<file path="config.mk">
export PLATFORM = sky130hd
export DESIGN_NAME = dac_serial_latch
export DESIGN_NICKNAME = d
export VERILOG_FILES = /design/src/rtl/dac_serial_latch.sv
export SDC_FILE = /design/constraint.sdc
export NUM_CORES = 1
export LEC_CHECK = 0
export ABC_AREA = 1
export BUFFER_PORTS_ARGS = -buffer_cell sky130_fd_sc_hd__buf_2
export CORE_ASPECT_RATIO = 0.6
export CORE_UTILIZATION = 40
export DETAILED_ROUTE_END_ITERATION = 16
export PLACE_DENSITY_LB_ADDON = 0.3
export SETUP_SLACK_MARGIN = 0.4
export SYNTH_ARGS = -nofsm -noshare
export SYNTH_HDL_FRONTEND = slang
export SYNTH_SLANG_ARGS = --single-unit
</file>
<file path="constraint.sdc">
create_clock -name clk -period 3.8 [get_ports clk]
set_input_delay 0.19 -clock clk [delete_from_list [all_inputs] [get_ports clk]]
set_output_delay 0.19 -clock clk [all_outputs]
set_load 0.05 [all_outputs]
</file>
<file path="src/rtl/dac_serial_latch.sv">
`timescale 1ns/1ps
module dac_serial_latch #(
  parameter int CODE_W = 12,
  parameter int SYNC   = 2
) (
  input  logic              clk,
  input  logic              rst_n,
  input  logic              cs_n,
  input  logic              sclk,
  input  logic              sdi,
  output logic [CODE_W-1:0] code_a,
  output logic [CODE_W-1:0] code_b,
  output logic              fast_settle,
  output logic              power_down
);
  localparam int WORD_W = CODE_W + 4;
  localparam int CNT_W  = $clog2(WORD_W + 1);
  localparam logic [CNT_W-1:0] LAST = CNT_W'(WORD_W - 1);

  logic [SYNC:0]       sclk_q;
  logic [SYNC-1:0]     sdi_q, cs_q;
  logic [WORD_W-2:0]   shreg;
  logic [CNT_W-1:0]    cnt;
  logic                done;
  logic [CODE_W-1:0]   stage;

  always_ff @(posedge clk or negedge rst_n)
    if (!rst_n) begin
      sclk_q <= '0;
      sdi_q  <= '0;
      cs_q   <= '1;
    end else begin
      sclk_q <= {sclk_q[SYNC-1:0], sclk};
      sdi_q  <= {sdi_q[SYNC-2:0], sdi};
      cs_q   <= {cs_q[SYNC-2:0], cs_n};
    end

  wire               cs_act = ~cs_q[SYNC-1];
  wire               take   = cs_act & sclk_q[SYNC-1] & ~sclk_q[SYNC] & ~done;
  wire [WORD_W-1:0]  word   = {shreg, sdi_q[SYNC-1]};
  wire               xfer   = take && (cnt == LAST);
  wire [CODE_W-1:0]  code   = word[CODE_W-1:0];

  always_ff @(posedge clk or negedge rst_n)
    if (!rst_n) begin
      shreg <= '0;
      cnt   <= '0;
      done  <= 1'b0;
    end else if (!cs_act) begin
      cnt  <= '0;
      done <= 1'b0;
    end else if (take) begin
      shreg <= word[WORD_W-2:0];
      cnt   <= cnt + 1'b1;
      if (cnt == LAST) done <= 1'b1;
    end

  always_ff @(posedge clk or negedge rst_n)
    if (!rst_n) begin
      code_a      <= '0;
      code_b      <= '0;
      stage       <= '0;
      fast_settle <= 1'b0;
      power_down  <= 1'b0;
    end else if (xfer) begin
      fast_settle <= word[WORD_W-2];
      power_down  <= word[WORD_W-3];
      if (word[WORD_W-1]) begin
        code_a <= code;
        code_b <= stage;
      end else if (!word[CODE_W]) begin
        code_b <= code;
        stage  <= code;
      end else begin
        stage  <= code;
      end
    end

  // count is cleared one cycle after chip select is seen high
  a_r10_count_clear: assert property (@(posedge clk) disable iff (!rst_n)
    !cs_act |=> cnt == '0);
  // once a frame has transferred, nothing moves until the frame ends
  a_r9_single_xfer: assert property (@(posedge clk) disable iff (!rst_n)
    (done && $past(done)) |-> ($stable(code_a) && $stable(code_b) && $stable(stage)));
  // staging register untouched by a channel A write
  a_r3_stage_hold: assert property (@(posedge clk) disable iff (!rst_n)
    (xfer && word[WORD_W-1]) |=> $stable(stage));
  // a channel B write leaves B and staging equal
  a_r4_b_mirror: assert property (@(posedge clk) disable iff (!rst_n)
    (xfer && !word[WORD_W-1] && !word[CODE_W]) |=> code_b == stage);
  // power flag follows bit 13 of each applied word
  a_r7_power_flag: assert property (@(posedge clk) disable iff (!rst_n)
    xfer |=> power_down == $past(word[WORD_W-3]));
  // count never passes the word length
  a_r2_count_bound: assert property (@(posedge clk) disable iff (!rst_n)
    cnt <= CNT_W'(WORD_W));
endmodule

</file>
==> reports/qor.log, run 1 <==
qor: sta.rsz0062_at_grt no
qor: detailed_routing.via_count_of_the_routed_design 2,081
qor: critical_path.crit_path_start_kind register
qor: final_layout.fraction_of_layout_cells_with_a_size_suffix_above_1 16.7%
qor: detailed_routing.number_of_remaining_drc_errors 0
qor: pwr.power_density_of_the_placed_cells 534 nW/um^2
qor: sta.finalHoldViolCount 0
qor: floorplan.placement_rows 23
qor: clocking.cts.reportedPaths.clkPinSlew 50 ps
qor: global_routing.gr-total-overflow 0
qor: clocking.count_of_instances_resized_after_the_clock_tree_is_built 0
qor: global_routing.grt_max_degree 48
qor: sta.portion_of_the_clock_cycle_consumed_by_the_worst_path_in_the_final_layout 53.6%
qor: sta.timing.max_slew.rel_slack 29.3%
qor: global_routing.grt_pass1_vias 2,041
qor: sta.maxClockFrequency 491 MHz
qor: floorplan.die_y 66.5 microns
qor: floorplan.die_area 7270 sq um
qor: critical_path.crit_fanout 36
qor: logic_synthesis.synth_cell_type_count 19
qor: sta.fin_setup_tns 0 ps
qor: critical_path.wp_data_required 4070 ps
qor: clocking.cts_post_setup_buffers_inserted 0
qor: sta.drv_slew 0
qor: clocking.cts_hold_buf 3
qor: clocking.tritoncts built
qor: final_layout.p_r_area_growth_vs_syn 18.7%
qor: logic_synthesis.synth.ff_latch_count 66
qor: clocking.cts.sink_count 66
qor: place.dpl.hpwl 3850 microns
qor: floorplan.core_region_area 6680 sq um
qor: sta.setup_viol_count_final 0
qor: status.outcome complete, no violations
qor: detailed_routing.postRouteAntennaNets 0
qor: floorplan.boundaryPins 31
qor: global_routing.grt_use_total 19.2%
qor: final_layout.num-nets-final 344
qor: clocking.clockBufferDepth 2
qor: critical_path.setup.worst_path.class reg2reg
qor: detailed_routing.route.detailed.wl_per_inst 13.8 microns
qor: clocking.tritoncts.num_buffers 9
qor: floorplan.start_util 41.5%
qor: detailed_routing.viasPerCell 4.85
qor: detailed_routing.initialDrtViolationCount 131
qor: place.port-buffer-count 30
qor: final_layout.ant_cells 0
qor: final_layout.postLayoutCellArea 3290 sq um
qor: clocking.clk_root_buffer_cell clkbuf_16
qor: pwr.vdd_ir_drop_max 366 uV
qor: detailed_routing.drt_first_pass_iters 4
qor: critical_path.cp_data_arrival_time 2300 ps
qor: critical_path.endpoint_kind register
qor: clocking.number_of_h_tree_branching_levels 3
qor: sta.worst_tran_pin_value 1060 ps
qor: floorplan.chip_width 109 microns
qor: global_routing.grt_pass1_wl 10,000 microns
qor: hold_path.hold_path_class in2async
qor: logic_synthesis.post_synth_instance_area 2770 sq um
qor: logic_synthesis.sequential_fraction_of_the_synthesis_area 59.7%
qor: place.place_congestion 0.816
qor: sta.final.min_clock_period 2040 ps
qor: job.maxCapViolCount 0
qor: place.placed_cell_area 2930 sq um
qor: logic_synthesis.syn_inst 307
qor: sta.clock_skew 6.73 ps
qor: logic_synthesis.syn-num-nets 314
qor: logic_synthesis.synth_warnings 0
qor: clocking.clk_latency 330 ps
qor: logic_synthesis.syn_area_per_cell 9.02 sq um
qor: pwr.leakagePower 1.74 nW
qor: global_routing.antenna_found_initial 0
qor: detailed_routing.route.final.wire_length 5930 microns
placed cells by master, fill, tap and decap left out:
master         instances
bufinv_16              2
nand2_2                6
dlygate4sd3_1          3
o22ai_1                1
nand3_1               40
dfstp_2                2
clkbuf_16              9
buf_4                  2
clkbuf_8               2
o21ai_0               26
inv_1                 22
clkbuf_1               3
inv_2                  1
o21ai_1                2
dfrtp_1               64
a21oi_1                3
nor2_1                 7
ha_1                   2
nand2_1              112
nor2_4                 1
nor2_8                 1
buf_2                 30
nand3_4                1
final cells by class:
| cell class | instances | area [sq um] |
|---|---|---|
| Multi-Input combinational cell | 202 | 920 |
| Inverter | 23 | 86.3 |
| Fill cell | 648 | 3390 |
| Clock inverter | 2 | 60.1 |
| Timing Repair Buffer | 35 | 195 |
| Tap cell | 87 | 109 |
| Sequential cell | 66 | 1650 |
| Clock buffer | 14 | 264 |
final timing paths:
check,startpoint,to,slack (ps),cells after the start
max,cnt[0],code_a[1],1760,8
min in group clk,sdi_q[0],sdi_q[1],340,0
max reg2reg,cnt[0],code_a[1],1760,8
max in group asynchronous,rst_n,shreg[10],2880,2
min reg2reg,sdi_q[0],sdi_q[1],340,0
min,rst_n,code_a[9],50,1
per-layer routing:
metal / part of all wire (%) / vias up / global-route usage, %
met1: 52 / 989 / 27.6
met2: 40 / 44 / 25.9
met5: 0 / - / 0
li1: - / 1038 / -
met3: 6.7 / 10 / 7.05
met4: 1.1 / 0 / 7.67
metrics by stage:
step	utilization [%]	hold WS (ps)	std cells	worst slack, ps	total power, mW
2_1_floorplan	-	-106	307	2260	0.823
3_3_place_gp	43.9	295	410	1800	0.862
3_5_place_dp	43.9	298	410	1750	0.864
4_1_cts	49.3	85.2	429	1740	1.78
5_1_grt	49.3	151	429	1540	1.83
6_report	49.3	52.7	429	1760	1.75
sequential cells by signal, indices dropped and copies added (netlist names), 2 cells and up:
register and flops:
code_b 12, cnt 5, sclk_q 3, sdi_q 2, stage 12, code_a 12, cs_q 2, shreg 15
cells in the mapped netlist, drive strengths merged:
master,n,area [sq um]
a21oi,3,15.0
o22ai,1,6.26
nand2,118,458
clkbuf,1,3.75
inv,23,86.3
o21ai,28,140
dfstp,2,52.6
dfrtp,64,1600
ha,2,25.0
buf,15,106
nor2,9,57.6
nand3,41,218
cells by family (layout without fill, tap and decap cells):
group,after synthesis,after routing,synth area share [%]
flops,66,66,59.7
simple gates,168,168,26.5
compound gates,32,32,5.83
fa+ha+maj,2,2,0.903
buf+inv,39,74,7.09
where the power goes:
group	switching [mW]	internal, mW	total [mW]	leakage (nW)
Clock	0.292	0.611	0.902	0.157
Sequential	0.0371	0.736	0.773	0.896
Combinational	0.0527	0.0267	0.0794	0.692
critical path, cell delays in order, from the launching register on:
cell and delay [ps]:
dfrtp_1 390, ha_1 200, nand2_1 70, nor2_1 100, ha_1 320, inv_1 160
nor2_8 400, nand3_1 210, nand2_1 100
Power figures use the tool's default switching activity.
==> inputs of run 2 (changes only) <==
==> constraint.sdc (replaced) <==
create_clock -name clk -period 1.8 [get_ports clk]
set_input_delay 0.09 -clock clk [delete_from_list [all_inputs] [get_ports clk]]
set_output_delay 0.09 -clock clk [all_outputs]
set_load 0.05 [all_outputs]
==> run 2 against run 1 <==
Power increased by 100%. Global-route usage increased by 0.98 points. Combinational power increased to 2.9 times the previous value. First-iteration DRC count increased by 24%. Setup slack got worse by 1500 ps. Hold slack improved by 220 ps. Clock power increased by 92%. Routed wire length increased by 10%. Cell count increased by 5.4%. Clock skew about the same. Count of clock-buffer cells in the layout unchanged. Die area unchanged.
==> reports/qor.log, run 2 (synthesis results as in run 1) <==
qor: final_layout.p_r_area_growth_vs_syn 31.3%
qor: floorplan.start_util 41.5%
qor: place.place_inst 420
qor: global_routing.antenna_found_initial 0
qor: final_layout.final_common_cell nand2_1
qor: sta.clock_skew 6.42 ps
qor: sta.timing.max_slew.rel_slack 64.3%
qor: critical_path.crit_fanout 6
qor: clocking.cts.reportedPaths.clkPinSlew 50 ps
qor: pwr.vdd_ir_drop_max 752 uV
qor: floorplan.boundaryPins 31
qor: place.port-buffer-count 30
qor: global_routing.grt_pass1_vias 2,080
qor: critical_path.setup.worst_path.class reg2reg
qor: clocking.clk_latency 330 ps
qor: final_layout.n_fill_cell 607
qor: critical_path.timing.critical_path.slowest_cell_delay 340 ps
qor: sta.finalHoldViolCount 0
qor: final_layout.instances_no_fill 452
qor: floorplan.core_region_area 6680 sq um
qor: place.dpl.hpwl 3970 microns
qor: pwr.power.share.sequential 45.4%
qor: critical_path.endpoint_kind register
qor: clocking.tritoncts built
qor: detailed_routing.via_count_of_the_routed_design 2,142
qor: sta.fin_setup_tns 0 ps
qor: detailed_routing.number_of_remaining_drc_errors 0
qor: pwr.design_power_total 3.59 mW
qor: sta.rsz0062_at_grt yes
qor: detailed_routing.route.detailed.wl_per_inst 14.4 microns
qor: critical_path.crit_path_cell_trace ha_2 > nand2_2 > nor2_2 > ha_2 > buf_8 > nand3_4 > buf_6 > nand2_1 > nand2_1
qor: clocking.clk_root_buffer_cell clkbuf_16
qor: job.maxCapViolCount 0
qor: pwr.p_sw 795 uW
qor: pwr.clkPwrFrac 48.2%
qor: critical_path.cp_data_arrival_time 1730 ps
qor: global_routing.grt_pass1_wl 10,300 microns
qor: critical_path.wp_data_required 2020 ps
qor: pwr.power_density_of_the_placed_cells 987 nW/um^2
qor: sta.final.min_clock_period 1510 ps
qor: clocking.cts.sink_count 66
qor: critical_path.cp.buffers_inverters 2
qor: final_layout.fraction_of_layout_cells_with_a_size_suffix_above_1 31.8%
qor: detailed_routing.initialDrtViolationCount 162
qor: final_layout.ant_cells 0
qor: hold_path.hold_path_class in2async
qor: detailed_routing.viasPerCell 4.74
qor: floorplan.die_y 66.5 microns
qor: status.outcome complete, no violations
qor: detailed_routing.postRouteAntennaNets 0
qor: critical_path.crit_path_start_kind register
qor: final_layout.mostFrequentLayoutCells nand2_1 (82), dfrtp_1 (64), nand3_1 (38)
qor: final_layout.largest_register_ff_count 15
qor: sta.worst_tran_pin_value 535 ps
qor: floorplan.die_area 7270 sq um
qor: critical_path.cp_slowest_cell dfrtp_1
qor: pwr.combinational_fraction_of_design_power 6.4%
qor: global_routing.grt_use_total 20.2%
qor: clocking.number_of_h_tree_branching_levels 3
qor: global_routing.gr-total-overflow 0
qor: floorplan.placement_rows 23
qor: clocking.clockBufferDepth 2
qor: pwr.power_report.internal_total 2.80 mW
qor: critical_path.cp_top_family adder cells
qor: floorplan.chip_width 109 microns
qor: sta.fin_worst_hold_slack 275 ps
qor: detailed_routing.drt_first_pass_iters 4
qor: pwr.leakagePower 1.88 nW
qor: sta.setup_viol_count_final 0
qor: sta.maxClockFrequency 662 MHz
qor: sta.portion_of_the_clock_cycle_consumed_by_the_worst_path_in_the_final_layout 83.9%
qor: final_layout.regMostFlops shreg
qor: place.place_congestion 0.824
qor: pwr.switching_portion_of_total_power 22.1%
qor: clocking.tritoncts.num_buffers 9
qor: final_layout.utilization 54.5%
qor: final_layout.num-nets-final 367
qor: global_routing.grt_max_degree 36
qor: sta.drv_slew 0
qor: detailed_routing.route.final.wire_length 6530 microns
run 2: through the flow:
step,instance area [sq um],worst slack [ps]
6_report,3640,290
5_1_grt,3640,190
4_1_cts,3540,273
3_5_place_dp,3040,182
3_3_place_gp,3040,249
2_1_floorplan,2770,363
run 2: path summary, 6_finish.rpt:
check | from | to | slack, ps | cells past startpoint
setup / recovery | cnt[1] | code_b[11] | 290 | 9
hold reg to reg | sdi_q[0] | sdi_q[1] | 340 | 0
hold / removal | rst_n | code_a[1] | 280 | 2
setup reg to reg | cnt[1] | code_b[11] | 290 | 9
min in group clk | sdi_q[0] | sdi_q[1] | 340 | 0
max in group asynchronous | rst_n | cs_q[1] | 890 | 3
run 2: per-layer routing:
layer  wire [microns]  track usage (%)  vias to the layer above
met5                0                0                        -
met4               47             6.33                        0
met3              530             9.10                        4
met2             2670             27.4                       61
met1             3280             28.5                      992
li1                 -                -                     1085
run 2: what timing repair did:
item                                   in CTS  in global routing
pin swaps                                  19                  6
endpoints found under the hold margin      23                  0
resized for setup                          34                 17
hold buffers                                4                  0
setup endpoints to repair                  40                 41
gates cloned                                2                  1
setup buffers                               6                  3
run 2: power groups by stage:
stage                     combinational [mW]  clock [mW]  sequential, mW
after global placement                 0.168           0            1.65
after detailed placement               0.176           0            1.66
after CTS                              0.216        1.79            1.63
final                                  0.230        1.73            1.63
after global routing                   0.271        1.85            1.64
after floorplan                        0.109           0            1.63
run 2: area by class of cell:
cell class | count | area (sq um) | area share [%]
Timing Repair Buffer | 57 | 443 | 12.2
Sequential cell | 66 | 1650 | 45.5
Clock buffer | 14 | 264 | 7.26
Multi-Input combinational cell | 203 | 1050 | 28.8
Tap cell | 87 | 109 | 2.99
Clock inverter | 2 | 35.0 | 0.963
Inverter | 23 | 86.3 | 2.37
run 2: worst register-to-register path, delay by kind of cell (launching register included):
family,cells,cell delay (ps)
buffers and inverters,2,300
adders and majority gates,2,400
and+or+nand+nor,5,360
DFF,1,340
